`config.mk`:
```
export PLATFORM = sky130hd
export DESIGN_NAME = rdma_port_engine
export DESIGN_NICKNAME = d
export VERILOG_FILES = /design/src/rtl/rdma_pkg.sv /design/src/rtl/rdma_ctrl.sv /design/src/rtl/rdma_datapath.sv /design/src/rtl/rdma_port_engine.sv
export SDC_FILE = /design/constraint.sdc
export NUM_CORES = 1
export LEC_CHECK = 0
export CAP_MARGIN = 5
export CORE_MARGIN = 2
export CORE_UTILIZATION = 40
export CTS_BUF_LIST = sky130_fd_sc_hd__clkbuf_8
export CTS_CLUSTER_DIAMETER = 40
export DETAILED_ROUTE_END_ITERATION = 10
export GPL_TIMING_DRIVEN = 0
export HOLD_SLACK_MARGIN = 0.05
export PLACE_DENSITY = 0.85
export SYNTH_ARGS = -nofsm -noshare
export SYNTH_HDL_FRONTEND = slang
export SYNTH_HIERARCHICAL = 1
export SYNTH_SLANG_ARGS = --single-unit
```
`constraint.sdc`:
```
create_clock -name clk -period 5.7 [get_ports clk]
set_input_delay 1.14 -clock clk [delete_from_list [all_inputs] [get_ports clk]]
set_output_delay 1.14 -clock clk [all_outputs]
set_load 0.02 [all_outputs]
```
`src/rtl/rdma_pkg.sv`:
```
package rdma_pkg;

  typedef enum logic [1:0] {
    SZ_BYTE = 2'd0,
    SZ_HALF = 2'd1,
    SZ_WORD = 2'd2
  } xfer_size_e;

  // Strobes from the control to the datapath, valid for one cycle
  typedef struct packed {
    logic       advance;    // update address and count at the next edge
    logic       rdAccess;   // accepted read beat
    logic       wrAccess;   // accepted write beat
    logic       lastBeat;   // remaining count fits into this beat
    xfer_size_e size;       // beat width
  } rdma_strobe_t;

  function automatic logic [2:0] xferBytes(input xfer_size_e s);
    case (s)
      SZ_HALF: xferBytes = 3'd2;
      SZ_WORD: xferBytes = 3'd4;
      default: xferBytes = 3'd1;
    endcase
  endfunction

endpackage

```
`src/rtl/rdma_ctrl.sv`:
```
module rdma_ctrl
  import rdma_pkg::*;
#(
  parameter int ADDR_W = 16
) (
  input  logic              clk,
  input  logic              rstN,
  input  logic              hostRd,
  input  logic              hostWr,
  input  logic              hostWide32,
  input  logic              cfgWordMode,
  input  logic              cmdStart,
  input  logic              anyLoad,
  input  logic [ADDR_W-1:0] curAddr,
  input  logic [ADDR_W-1:0] curCount,
  output rdma_strobe_t      strb,
  output logic              dmaDone
);

  xfer_size_e        sizeSel;
  logic [ADDR_W-1:0] beatBytes;
  logic              countZero;
  logic              wrOk;
  logic              doneSet;

  always_comb begin
    if (hostWide32)       sizeSel = SZ_WORD;
    else if (cfgWordMode) sizeSel = SZ_HALF;
    else                  sizeSel = SZ_BYTE;
  end

  assign beatBytes = {{(ADDR_W-3){1'b0}}, xferBytes(sizeSel)};
  assign countZero = (curCount == '0);
  // writes stall once the count is used up; reads always go through
  assign wrOk      = hostWr && !countZero;

  always_comb begin
    strb          = '0;
    strb.size     = sizeSel;
    strb.advance  = !anyLoad && (hostRd || wrOk);
    strb.rdAccess = !anyLoad && hostRd;
    strb.wrAccess = !anyLoad && wrOk && !hostRd;
    strb.lastBeat = (curCount <= beatBytes);
  end

  assign doneSet = (strb.advance && strb.lastBeat) || (cmdStart && countZero);

  always_ff @(posedge clk) begin
    if (!rstN) dmaDone <= 1'b0;
    else       dmaDone <= doneSet;
  end

  AST_ZERO_WRITE_HOLDS: assert property (@(posedge clk) disable iff (!rstN)
    (hostWr && !hostRd && !anyLoad && curCount == '0)
      |=> (curAddr == $past(curAddr) && curCount == '0 && !dmaDone))
    else $error("zero-count write changed state");

  AST_DONE_HAS_CAUSE: assert property (@(posedge clk) disable iff (!rstN)
    dmaDone |-> $past(hostRd || hostWr || cmdStart))
    else $error("completion pulse without access or command");

endmodule

```
`src/rtl/rdma_datapath.sv`:
```
module rdma_datapath
  import rdma_pkg::*;
#(
  parameter int ADDR_W       = 16,
  parameter int DATA_W       = 32,
  parameter int LOW_WIN_END  = 32,
  parameter int WIN_BASE     = 16384,
  parameter int WIN_END      = 49152
) (
  input  logic              clk,
  input  logic              rstN,
  input  rdma_strobe_t      strb,
  input  logic              hostRd,
  input  logic [DATA_W-1:0] hostWrData,
  output logic [DATA_W-1:0] hostRdData,
  input  logic [ADDR_W-9:0] startPage,
  input  logic [ADDR_W-9:0] stopPage,
  input  logic [7:0]        regData,
  input  logic              addrLoLd,
  input  logic              addrHiLd,
  input  logic              cntLoLd,
  input  logic              cntHiLd,
  output logic [ADDR_W-1:0] memAddr,
  output logic              memRdEn,
  output logic              memWrEn,
  output logic [DATA_W/8-1:0] memByteEn,
  output logic [DATA_W-1:0] memWrData,
  input  logic [DATA_W-1:0] memRdData,
  output logic [ADDR_W-1:0] curAddr,
  output logic [ADDR_W-1:0] curCount
);

  localparam int LANES = DATA_W / 8;
  localparam int HI_W  = ADDR_W - 8;

  logic [ADDR_W-1:0] startAddr;
  logic [ADDR_W-1:0] stopAddr;
  logic [ADDR_W-1:0] beatBytes;
  logic [ADDR_W-1:0] nextAddr;
  logic [ADDR_W-1:0] wrapAddr;
  logic [ADDR_W-1:0] nextCount;
  logic [2:0]        nb;
  logic              inWin;
  logic              anyLoad;

  assign startAddr = {startPage, 8'h00};
  assign stopAddr  = {stopPage, 8'h00};
  assign nb        = xferBytes(strb.size);
  assign beatBytes = {{(ADDR_W-3){1'b0}}, nb};

  // wide beats hit the even address; the register keeps its own value
  assign memAddr = (strb.size == SZ_BYTE) ? curAddr : {curAddr[ADDR_W-1:1], 1'b0};

  assign inWin = (32'(memAddr) < LOW_WIN_END) ||
                 ((32'(memAddr) >= WIN_BASE) && (32'(memAddr) < WIN_END));

  assign memWrEn = strb.wrAccess && inWin;
  assign memRdEn = strb.rdAccess && inWin;

  assign nextAddr  = curAddr + beatBytes;
  assign wrapAddr  = (nextAddr == stopAddr) ? startAddr : nextAddr;
  assign nextCount = strb.lastBeat ? '0 : (curCount - beatBytes);
  assign anyLoad   = addrLoLd || addrHiLd || cntLoLd || cntHiLd;

  for (genvar g = 0; g < LANES; g++) begin : gLane
    logic laneOn;
    assign laneOn = (32'(g) < 32'(nb));
    assign memByteEn[g] = laneOn && (strb.rdAccess || strb.wrAccess);
    assign memWrData[g*8 +: 8] = laneOn ? hostWrData[g*8 +: 8] : 8'h00;
    assign hostRdData[g*8 +: 8] = (hostRd && laneOn)
                                  ? (inWin ? memRdData[g*8 +: 8] : 8'hFF)
                                  : 8'h00;
  end

  always_ff @(posedge clk) begin
    if (!rstN) begin
      curAddr  <= '0;
      curCount <= '0;
    end else if (anyLoad) begin
      if (addrLoLd) curAddr[7:0]         <= regData;
      if (addrHiLd) curAddr[ADDR_W-1:8]  <= regData[HI_W-1:0];
      if (cntLoLd)  curCount[7:0]        <= regData;
      if (cntHiLd)  curCount[ADDR_W-1:8] <= regData[HI_W-1:0];
    end else if (strb.advance) begin
      curAddr  <= wrapAddr;
      curCount <= nextCount;
    end
  end

  AST_RING_RELOAD: assert property (@(posedge clk) disable iff (!rstN)
    (strb.advance && !anyLoad && nextAddr == stopAddr) |=> (curAddr == $past(startAddr)))
    else $error("ring end not folded to start");

  AST_COUNT_FALLS: assert property (@(posedge clk) disable iff (!rstN)
    (strb.advance && !anyLoad) |=> (curCount == '0 || curCount < $past(curCount)))
    else $error("count did not fall");

  AST_WIDE_EVEN: assert property (@(posedge clk) disable iff (!rstN)
    ((memRdEn || memWrEn) && memByteEn != 4'b0001) |-> !memAddr[0])
    else $error("wide beat at odd address");

  AST_FILL_ONES: assert property (@(posedge clk) disable iff (!rstN)
    (strb.rdAccess && !memRdEn) |-> (hostRdData[7:0] == 8'hFF))
    else $error("out-of-region read not filled");

endmodule

```
`src/rtl/rdma_port_engine.sv`:
```
module rdma_port_engine
  import rdma_pkg::*;
#(
  parameter int ADDR_W      = 16,
  parameter int DATA_W      = 32,
  parameter int LOW_WIN_END = 32,
  parameter int WIN_BASE    = 16384,
  parameter int WIN_END     = 49152
) (
  input  logic              clk,
  input  logic              rstN,
  input  logic              hostRd,
  input  logic              hostWr,
  input  logic              hostWide32,
  input  logic [DATA_W-1:0] hostWrData,
  output logic [DATA_W-1:0] hostRdData,
  input  logic              cfgWordMode,
  input  logic [ADDR_W-9:0] startPage,
  input  logic [ADDR_W-9:0] stopPage,
  input  logic [7:0]        regData,
  input  logic              addrLoLd,
  input  logic              addrHiLd,
  input  logic              cntLoLd,
  input  logic              cntHiLd,
  input  logic              cmdStart,
  output logic [ADDR_W-1:0] memAddr,
  output logic              memRdEn,
  output logic              memWrEn,
  output logic [DATA_W/8-1:0] memByteEn,
  output logic [DATA_W-1:0] memWrData,
  input  logic [DATA_W-1:0] memRdData,
  output logic [ADDR_W-1:0] curAddr,
  output logic [ADDR_W-1:0] curCount,
  output logic              dmaDone
);

  rdma_strobe_t strb;
  logic         anyLoad;

  assign anyLoad = addrLoLd || addrHiLd || cntLoLd || cntHiLd;

  rdma_ctrl #(.ADDR_W(ADDR_W)) uCtrl (
    .clk        (clk),
    .rstN       (rstN),
    .hostRd     (hostRd),
    .hostWr     (hostWr),
    .hostWide32 (hostWide32),
    .cfgWordMode(cfgWordMode),
    .cmdStart   (cmdStart),
    .anyLoad    (anyLoad),
    .curAddr    (curAddr),
    .curCount   (curCount),
    .strb       (strb),
    .dmaDone    (dmaDone)
  );

  rdma_datapath #(
    .ADDR_W     (ADDR_W),
    .DATA_W     (DATA_W),
    .LOW_WIN_END(LOW_WIN_END),
    .WIN_BASE   (WIN_BASE),
    .WIN_END    (WIN_END)
  ) uPath (
    .clk        (clk),
    .rstN       (rstN),
    .strb       (strb),
    .hostRd     (hostRd),
    .hostWrData (hostWrData),
    .hostRdData (hostRdData),
    .startPage  (startPage),
    .stopPage   (stopPage),
    .regData    (regData),
    .addrLoLd   (addrLoLd),
    .addrHiLd   (addrHiLd),
    .cntLoLd    (cntLoLd),
    .cntHiLd    (cntHiLd),
    .memAddr    (memAddr),
    .memRdEn    (memRdEn),
    .memWrEn    (memWrEn),
    .memByteEn  (memByteEn),
    .memWrData  (memWrData),
    .memRdData  (memRdData),
    .curAddr    (curAddr),
    .curCount   (curCount)
  );

  AST_NO_WRITE_AT_ZERO: assert property (@(posedge clk) disable iff (!rstN)
    (hostWr && curCount == '0) |-> !memWrEn)
    else $error("memory written with zero count");

  AST_START_ZERO_DONE: assert property (@(posedge clk) disable iff (!rstN)
    (cmdStart && !hostRd && !hostWr && !anyLoad && curCount == '0) |=> dmaDone)
    else $error("zero-length start gave no pulse");

endmodule

```
==> reports/results.ini, run 1 <==
[finish]
final_nets=850
num-fill-cells=780
fin_area_mm2=0.00604
n_antenna_cell=0
layout_common_cells=clkdlybuf4s50_1 (209), nand2_1 (49), nor2_1 (43), o21a_1 (34)
final_common_cell=clkdlybuf4s50_1
drive_above_1_share_pct=8.13
register_area_um2=661
synthToLayoutAreaGrowth_pct=63.5
multiInputGateArea_mm2=0.00263

[logic_synthesis]
avgSynthCellArea_um2=7.10
syn_inst=521
ys_ff_latch=33
ys_warn_count=6
seq_area_frac_synth_pct=17.9
synth_cell_types=62
synth_top_area_share_pct=17.9
syn_nets=634
synth_edf_count=0
synth_top_area_cell=dfxtp_1
async_reset_ff_share_pct=0
synth_area_leaders=dfxtp_1 (18%), o21a_1 (6.9%), and2_1 (5.4%)
synth_flop_cell=dfxtp_1
synth_area_mm2=0.00370

[global_route]
antenna_found_initial=0
first_global_vias=4529
globalRouteOverflowTotal=0
grt_max_degree=13
grt_usage_pct=28.1
grt_pass1_wl_mm=22.9

[run_status]
outcome=complete, no violations

[sta]
tightest_slew_ns=0.658
fin_setup_tns_ns=0
drv_slew=0
finalHoldViolCount=0
finalClockSkew_ns=0.00359
max_slew_margin_pct=55.7
fmax_ghz=0.187
grt_setup_unrepaired=false
finalSetupViolCount=0
min_period_over_period_pct=94.0
layout_min_cycle_time_ns=5.36

[worst_setup_path]
startpoint_type=primary input
path_class=primary input to flip-flop
worstPathRequired_ns=5.92
timing.rr.start=uPath/curAddr[1]
cp.arrival_ns=5.57
critPathMaxFanout=10
r2r_end=uPath/curAddr[8]
rrSetupSlack_ns=2.09
rr_worst_depth=12
endpoint_kind=flip-flop

[drt]
postRouteAntennaNets=0
routed_wl_mm=15.0
drtPass1Iterations=6
wl_per_cell_um=17.7
vias=4821
drt-initial-drc-count=381
drc=0
viasPerCell=5.68

[floorplanning]
io_pins=218
die_w_um=100
core_area_mm2=0.00911
die_h_um=100
rows=35
initial_core_util_pct=40.6
fp.dieArea_mm2=0.0100

[clock_network]
worstSkewPairLatency_ns=0.29
postCtsSetupBuffers=0
cts_buffer_depth=2
ctsResizeCount=0
cts_hold_buf=0
cts_buffers=5
htree_num_levels=2
cts_tree=done
clkSlewWorstSetupHoldPaths_ns=0.08
root_buffer=clkbuf_8
numClockSinks=33

[pwr]
leakage_nw=2.27
peakVddDrop_mv=0.0980
p_total_w=0.000987
p_per_area_mw_per_mm2=163

[job]
maxCapViolCount=0

[place]
portBuffers=209
post_dp_cell_area_mm2=0.00593
place_congestion=0.931
dp_hpwl_mm=11.8

[worst_hold_path]
hp-class=flip-flop to flip-flop
hold_end=uPath/curCount[8]
hp-start=uPath/curCount[8]
whs_path_depth=2

## synthesized netlist by cell type (8+ instances only)
| library cell | instances |
|---|---|
| inv_1 | 15 |
| ha_1 | 12 |
| buf_4 | 17 |
| nand3_1 | 15 |
| nand2b_1 | 9 |
| o221ai_1 | 8 |
| o21ai_0 | 28 |
| clkbuf_1 | 26 |
| o21a_1 | 34 |
| nor3_1 | 13 |
| nand2_1 | 49 |
| dfxtp_1 | 33 |
| xnor2_1 | 11 |
| nor2_1 | 43 |
| and2_1 | 32 |
| a21oi_1 | 33 |
| xor2_1 | 10 |
| nor2b_1 | 8 |
| nand4_1 | 8 |
| a211oi_2 | 8 |
| nor4_1 | 8 |
| buf_2 | 12 |
## kinds of logic after synthesis
kind of cell             share of synthesized area [%]
AO/OA/AOI/OAI                                     28.9
XOR/XNOR                                          4.97
adder cells (fa/ha/maj)                           5.14
buffers and inverters                             11.1
flip-flops                                        17.9
multiplexers                                     0.271
AND/OR/NAND/NOR                                   31.8
## worst max path at each step
stage	from	to	slack [ns]
CTS	hostWide32	uPath/curAddr[8]	0.39
detailed placement	hostWide32	uPath/curAddr[10]	0.13
floorplan	hostWide32	uPath/curAddr[9]	1.12
global placement	hostWide32	uPath/curAddr[8]	0.18
finish	hostWide32	uPath/curAddr[8]	0.34
global route	hostWide32	uPath/curAddr[8]	0.14
## registers in the layout, summed over array words and instances (netlist names)
name,flops
uPath/curAddr,16
uPath/curCount,16
uCtrl/dmaDone,1
## report_power, final
group | internal [W] | switching, W | leakage, nW
Combinational | 0.000237 | 0.000248 | 1.94
Sequential | 0.000246 | 0.0000225 | 0.273
Clock | 0.000131 | 0.000103 | 0.0543
## through the flow
stage	cells	setup slack, ns	utilization [%]	hold WS, ns
after floorplan	521	1.12	-	0.575
after global placement	841	0.180	65.1	0.512
after detailed placement	841	0.127	65.1	0.511
after CTS	849	0.395	66.3	0.535
after global routing	849	0.140	66.3	0.577
final	849	0.345	66.3	0.539
## area by class of cell
class / count / share of cell area [%]
Multi-Input combinational cell: 408 / 43.5
Timing Repair Buffer: 209 / 34.6
Sequential cell: 33 / 10.9
Buffer: 62 / 5.65
Tap cell: 111 / 2.30
Clock buffer: 5 / 1.14
Inverter: 18 / 1.12
Clock inverter: 3 / 0.766
## routing by layer
metal	share of wire [%]	routed length [µm]	vias to the layer above	GRT usage, %
met5	0	0	-	0
met4	2.2	327	0	7.48
met3	8.6	1290	48	5.15
met2	47	7040	299	45.3
met1	42	6340	2205	38.7
li1	-	-	2269	-
## critical path, cell delays in order
cell	delay (ns)
clkdlybuf4s50_1	0.44
inv_1	0.09
nand2_1	0.08
inv_1	0.08
inv_1	0.07
ha_1	0.41
inv_1	0.17
ha_1	0.23
a21oi_1	0.09
or3_1	0.31
clkbuf_1	0.19
and2_1	0.21
nor4_1	0.61
xor2_1	0.13
a221o_1	0.36
buf_2	0.19
or3_1	0.41
buf_6	0.16
a211oi_2	0.18
Note: power is estimated with default switching activity, not from simulation.
==> run 2, diff against run 1 <==
--- a/config.mk
+++ b/config.mk
@@ -14,6 +14,7 @@
 export GPL_TIMING_DRIVEN = 0
 export HOLD_SLACK_MARGIN = 0.05
 export PLACE_DENSITY = 0.85
+export REMOVE_ABC_BUFFERS = 1
 export SYNTH_ARGS = -nofsm -noshare
 export SYNTH_HDL_FRONTEND = slang
 export SYNTH_HIERARCHICAL = 1
==> run 2 against run 1 <==
  * Maximum frequency decreased by 0.93%
  * Sequential share of layout area increased by 0.83 points
  * Critical path type unchanged
  * Utilization decreased by 4.7 points
  * First-iteration DRC count unchanged
  * Non-clock buffer count decreased by 70
  * Highest routed layer unchanged
  * Hold slack got worse by 0.012 ns
  * Critical path depth decreased by 2
  * Combinational power decreased by 9.9%
==> reports/results.ini, run 2 (synthesis results as in run 1) <==
[floorplanning]
die_w_um=100
io_pins=218
initial_core_util_pct=40.6
fp.dieArea_mm2=0.0100
die_h_um=100
core_area_mm2=0.00911
rows=35

[clock_network]
cts_buffers=5
htree_num_levels=2
clkSlewWorstSetupHoldPaths_ns=0.07
postCtsSetupBuffers=0
cts_tree=done
numClockSinks=33
worstSkewPairLatency_ns=0.29
cts_hold_buf=0
ctsResizeCount=0
root_buffer=clkbuf_8
cts_buffer_depth=2

[worst_setup_path]
endpoint_kind=flip-flop
cp.arrival_ns=5.61
path_class=primary input to flip-flop
worstPathRequired_ns=5.91
startpoint_type=primary input
r2r_end=uPath/curAddr[11]
rr_worst_depth=10
crit_family=simple AND/OR/NAND/NOR gates
path_cells=clkdlybuf4s50_1 -> inv_1 -> nand2_1 -> inv_1 -> inv_1 -> ha_1 -> inv_1 -> ha_1 -> fa_1 -> a21oi_1 -> a21oi_1 -> xnor2_1 -> nand3_1 -> a221oi_1 -> nand4_1 -> or3_4 -> a211oi_2
cp_common_cell=inv_1
critPathMaxFanout=10
timing.rr.start=uPath/curAddr[0]
rrSetupSlack_ns=2.14
cpPeakStageDelay_ns=0.63
slowest_stage=or3_4
cp.buffers_inverters=5

[sta]
layout_min_cycle_time_ns=5.41
grt_setup_unrepaired=false
max_slew_margin_pct=27.0
finalSetupViolCount=0
min_period_over_period_pct=94.8
tightest_slew_ns=1.09
fin_setup_tns_ns=0
fmax_ghz=0.185
setup_ws_ns=0.294
finalClockSkew_ns=0.00703
drv_slew=0
finalHoldViolCount=0

[finish]
reg_top3=uPath/curAddr: 16 flops, uPath/curCount: 16 flops, uCtrl/dmaDone: 1 flops
num-fill-cells=824
drive_above_1_share_pct=4.50
register_area_um2=661
synthToLayoutAreaGrowth_pct=51.9
layout_common_cells=clkdlybuf4s50_1 (201), nand2_1 (49), nor2_1 (43), o21a_1 (34)
final_cells=778
fin_area_mm2=0.00562
n_antenna_cell=0
multiInputGateArea_mm2=0.00265
final_common_cell=clkdlybuf4s50_1
final_nets=780

[pwr]
p_per_area_mw_per_mm2=160
internal-power_w=0.000554
peakVddDrop_mv=0.105
switching_share_pct=38.3
leakage_nw=2.04
p_total_w=0.000897
p_comb_share_pct=48.8
power_switching_w=0.000344
pwr-share-clk_pct=20.1
p_seq_share_pct=31.1

[place]
post-place-ws_ns=-0.230
place_congestion=0.924
post-place-cells=771
portBuffers=201
dp_hpwl_mm=11.6
post_dp_cell_area_mm2=0.00551

[drt]
postRouteAntennaNets=0
drt-initial-drc-count=381
drc=0
wl_per_cell_um=19.0
drtPass1Iterations=5
viasPerCell=5.75
vias=4474
routed_wl_mm=14.8

[worst_hold_path]
hp-class=flip-flop to flip-flop
hold_end=uPath/curCount[8]
hp-start=uPath/curCount[8]
whs_path_depth=2

[global_route]
first_global_vias=4143
globalRouteOverflowTotal=0
antenna_found_initial=0
grt_pass1_wl_mm=22.3
grt_usage_pct=28.4
grt_max_degree=35

[job]
maxCapViolCount=0

[run_status]
outcome=complete, no violations

## run 2: changes by cell type in the layout (fill, tap and decap cells not counted), sizes merged
cell           change
clkbuf            -25
clkdlybuf4s50      -8
clkinv             -1
clkinvlp           -1
inv                +1
bufinv             -1
buf               -36
## run 2: per-layer routing
metal,global-route usage (%),vias up,part of all wire [%]
li1,-,2129,-
met1,36.4,2066,41
met2,44.7,247,45
met3,11.1,32,12
met4,7.06,0,1.6
met5,0,-,0
## run 2: worst max-delay path by stage
| stage | to | from | cells after the start |
|---|---|---|---|
| final | uPath/curAddr[11] | hostWide32 | 17 |
| after floorplan | uPath/curAddr[9] | hostWide32 | 16 |
| after global placement | uPath/curAddr[13] | hostWide32 | 17 |
| after detailed placement | uPath/curAddr[11] | hostWide32 | 17 |
| after global routing | uPath/curAddr[11] | hostWide32 | 17 |
| after CTS | uPath/curAddr[11] | hostWide32 | 17 |
## run 2: stage by stage
| stage | hold WS [ns] | utilization (%) |
|---|---|---|
| global placement | 0.509 | 60.5 |
| global route | 0.550 | 61.7 |
| floorplan | 0.575 | - |
| detailed placement | 0.513 | 60.5 |
| CTS | 0.528 | 61.5 |
| finish | 0.527 | 61.7 |
## run 2: cell type report
type	count	area share [%]
Timing Repair Buffer	201	35.8
Multi-Input combinational cell	408	47.2
Clock inverter	1	0.0668
Tap cell	111	2.47
Inverter	18	1.20
Sequential cell	33	11.8
Clock buffer	6	1.47
## run 2: worst min-delay path, cell delays in order (launching register included)
cell	delay, ns
dfxtp_1	0.34
o21ai_0	0.08
a21oi_1	0.06
## run 2: power by group through the flow
stage	clock (W)	sequential, W	combinational [W]
final	0.000181	0.000279	0.000437
after floorplan	0	0.000302	0.000193
after global routing	0.000190	0.000283	0.000466
after global placement	0	0.000283	0.000423
after CTS	0.000181	0.000279	0.000433
after detailed placement	0	0.000284	0.000430
==> run 3, diff against run 2 <==
--- a/config.mk
+++ b/config.mk
@@ -5,15 +5,16 @@
 export SDC_FILE = /design/constraint.sdc
 export NUM_CORES = 1
 export LEC_CHECK = 0
-export CAP_MARGIN = 5
+export CELL_PAD_IN_SITES_DETAIL_PLACEMENT = 1
+export CELL_PAD_IN_SITES_GLOBAL_PLACEMENT = 2
 export CORE_MARGIN = 2
-export CORE_UTILIZATION = 40
+export CORE_UTILIZATION = 20
 export CTS_BUF_LIST = sky130_fd_sc_hd__clkbuf_8
 export CTS_CLUSTER_DIAMETER = 40
 export DETAILED_ROUTE_END_ITERATION = 10
 export GPL_TIMING_DRIVEN = 0
 export HOLD_SLACK_MARGIN = 0.05
-export PLACE_DENSITY = 0.85
+export PLACE_DENSITY_LB_ADDON = 0.1
 export REMOVE_ABC_BUFFERS = 1
 export SYNTH_ARGS = -nofsm -noshare
 export SYNTH_HDL_FRONTEND = slang
==> run 3 against run 2 <==
  * First-iteration DRC count down 55%
  * Sequential power about the same
  * Sequential share of layout area down 0.39 points
  * Hold slack better by 0.016 ns
  * Wire length up 22%
  * Flip-flop and latch count unchanged
  * Power up 4.4%
  * Via count down 1.4%
  * Critical path depth unchanged
  * Global-route usage down 11 points
  * Utilization down 29 points
  * Cell count up 16%
  * Largest power group unchanged
==> reports/results.ini, run 3 (synthesis results as in run 1) <==
[floorplanning]
die_h_um=140
io_pins=218
die_w_um=140
fp.dieArea_mm2=0.0196
rows=49
initial_core_util_pct=20.5
core_area_mm2=0.0180

[global_route]
first_global_vias=4651
antenna_found_initial=0
grt_pass1_wl_mm=27.5
globalRouteOverflowTotal=0
grt_max_degree=35
grt_usage_pct=17.6

[clock_network]
worstSkewPairLatency_ns=0.28
numClockSinks=33
root_buffer=clkbuf_8
cts_buffers=5
clkSlewWorstSetupHoldPaths_ns=0.08
htree_num_levels=2
cts_tree=done
cts_buffer_depth=2

[finish]
final_nets=783
final_common_cell=clkdlybuf4s50_1
reg_top3=uPath/curAddr: 16 flops, uPath/curCount: 16 flops, uCtrl/dmaDone: 1 flops
drive_above_1_share_pct=5.66
layout_common_cells=clkdlybuf4s50_1 (201), nand2_1 (49), nor2_1 (43), o21a_1 (34)
n_antenna_cell=0
final_cells=900
fin_area_mm2=0.00581
synthToLayoutAreaGrowth_pct=57.2

[sta]
max_slew_margin_pct=17.8
layout_min_cycle_time_ns=5.34
grt_setup_unrepaired=false
worst_hold_slack_ns=0.543
finalHoldViolCount=0
drv_slew=0
tightest_slew_ns=1.23
min_period_over_period_pct=93.8
finalClockSkew_ns=0.00749
finalSetupViolCount=0
fmax_ghz=0.187

[worst_hold_path]
whs_path_depth=2
hp-start=uPath/curCount[15]
hold_end=uPath/curCount[15]
hp-class=flip-flop to flip-flop

[place]
place_congestion=0.745
portBuffers=201
post_dp_cell_area_mm2=0.00567
post-place-cells=890
dp_hpwl_mm=14.1

[worst_setup_path]
timing.rr.start=uPath/curAddr[0]
rr_worst_depth=10
endpoint_kind=flip-flop
startpoint_type=primary input
cp-startpoint=hostWide32
path_class=primary input to flip-flop
worstPathRequired_ns=5.91
r2r_end=uPath/curAddr[10]
critPathMaxFanout=12
cp.arrival_ns=5.55
rrSetupSlack_ns=2.23

[drt]
postRouteAntennaNets=0
vias=4411
routed_wl_mm=18.0
drt-initial-drc-count=172
drc=0
wl_per_cell_um=20.0
viasPerCell=4.90
drtPass1Iterations=4

[pwr]
peakVddDrop_mv=0.0834
leakage_nw=2.05
p_per_area_mw_per_mm2=161
p_total_w=0.000936

[job]
maxCapViolCount=0

[run_status]
outcome=complete, no violations

## run 3: cell count changes in the layout (fill, tap and decap cells not counted)
cell      previous run  this run
buf_4                0         3
clkbuf_8             6         7
inv_2                1         2
nor4_1               7         6
clkinv_2             0         1
fa_2                 0         1
fa_1                 2         1
nor4_2               3         4
inv_1               16        14
## run 3: worst max-delay path by stage
stage | to | slack (ns) | cells after the start
finish | uPath/curAddr[10] | 0.36 | 17
detailed placement | uPath/curAddr[12] | -0.45 | 17
global route | uPath/curAddr[12] | 0.007 | 17
CTS | uPath/curAddr[9] | 0.05 | 17
floorplan | uPath/curAddr[9] | 0.96 | 16
global placement | uPath/curAddr[13] | -0.41 | 17
## run 3: per-stage QoR
stage	worst slack, ns	utilization [%]	setup TNS (ns)
6_report	0.356	32.2	0
5_1_grt	0.00730	32.2	0
4_1_cts	0.0473	32.0	0
3_5_place_dp	-0.453	31.4	-3.66
3_3_place_gp	-0.409	31.4	-3.27
2_1_floorplan	0.958	-	0
## run 3: area by class of cell
type,instances,area [µm²]
Sequential cell,33,661
Timing Repair Buffer,204,2030
Clock inverter,1,5.00
Clock buffer,7,96.3
Tap cell,229,287
Inverter,18,67.6
Fill cell,2159,12200
Multi-Input combinational cell,408,2660
## run 3: repair_timing
| action | 4_1_cts | 5_1_grt |
|---|---|---|
| endpoints found under the hold margin | 0 | 0 |
| setup endpoints to repair | 8 | 9 |
| buffers inserted | 0 | 2 |
| hold buffers | 0 | 0 |
| gates cloned | 0 | 0 |
| pin swaps | 0 | 2 |
| resized for setup | 2 | 5 |
## run 3: routing by layer
metal | GRT usage [%] | vias to the layer above | part of all wire [%]
li1 | - | 2137 | -
met1 | 22.7 | 2160 | 45
met2 | 31.5 | 102 | 50
met3 | 2.74 | 12 | 3.6
met4 | 3.05 | 0 | 1.1
met5 | 0 | - | 0
## run 3: power breakdown
part           switching, W  leakage [nW]  internal (W)
Sequential        0.0000361         0.273      0.000246
Combinational      0.000236          1.73      0.000216
Clock             0.0000938        0.0542      0.000109
## run 3: worst max-delay path, cell delays in order
cell and delay (ns):
clkdlybuf4s50_1 0.51, inv_1 0.12, nand2_1 0.08, inv_1 0.08, inv_1 0.08, ha_1 0.42
inv_2 0.14, ha_1 0.23, fa_2 0.27, a21oi_1 0.10, a211o_2 0.42, or2_0 0.25
a221oi_2 0.24, o2111ai_1 0.17, or4_4 0.61, or3_4 0.46, a211oi_2 0.21
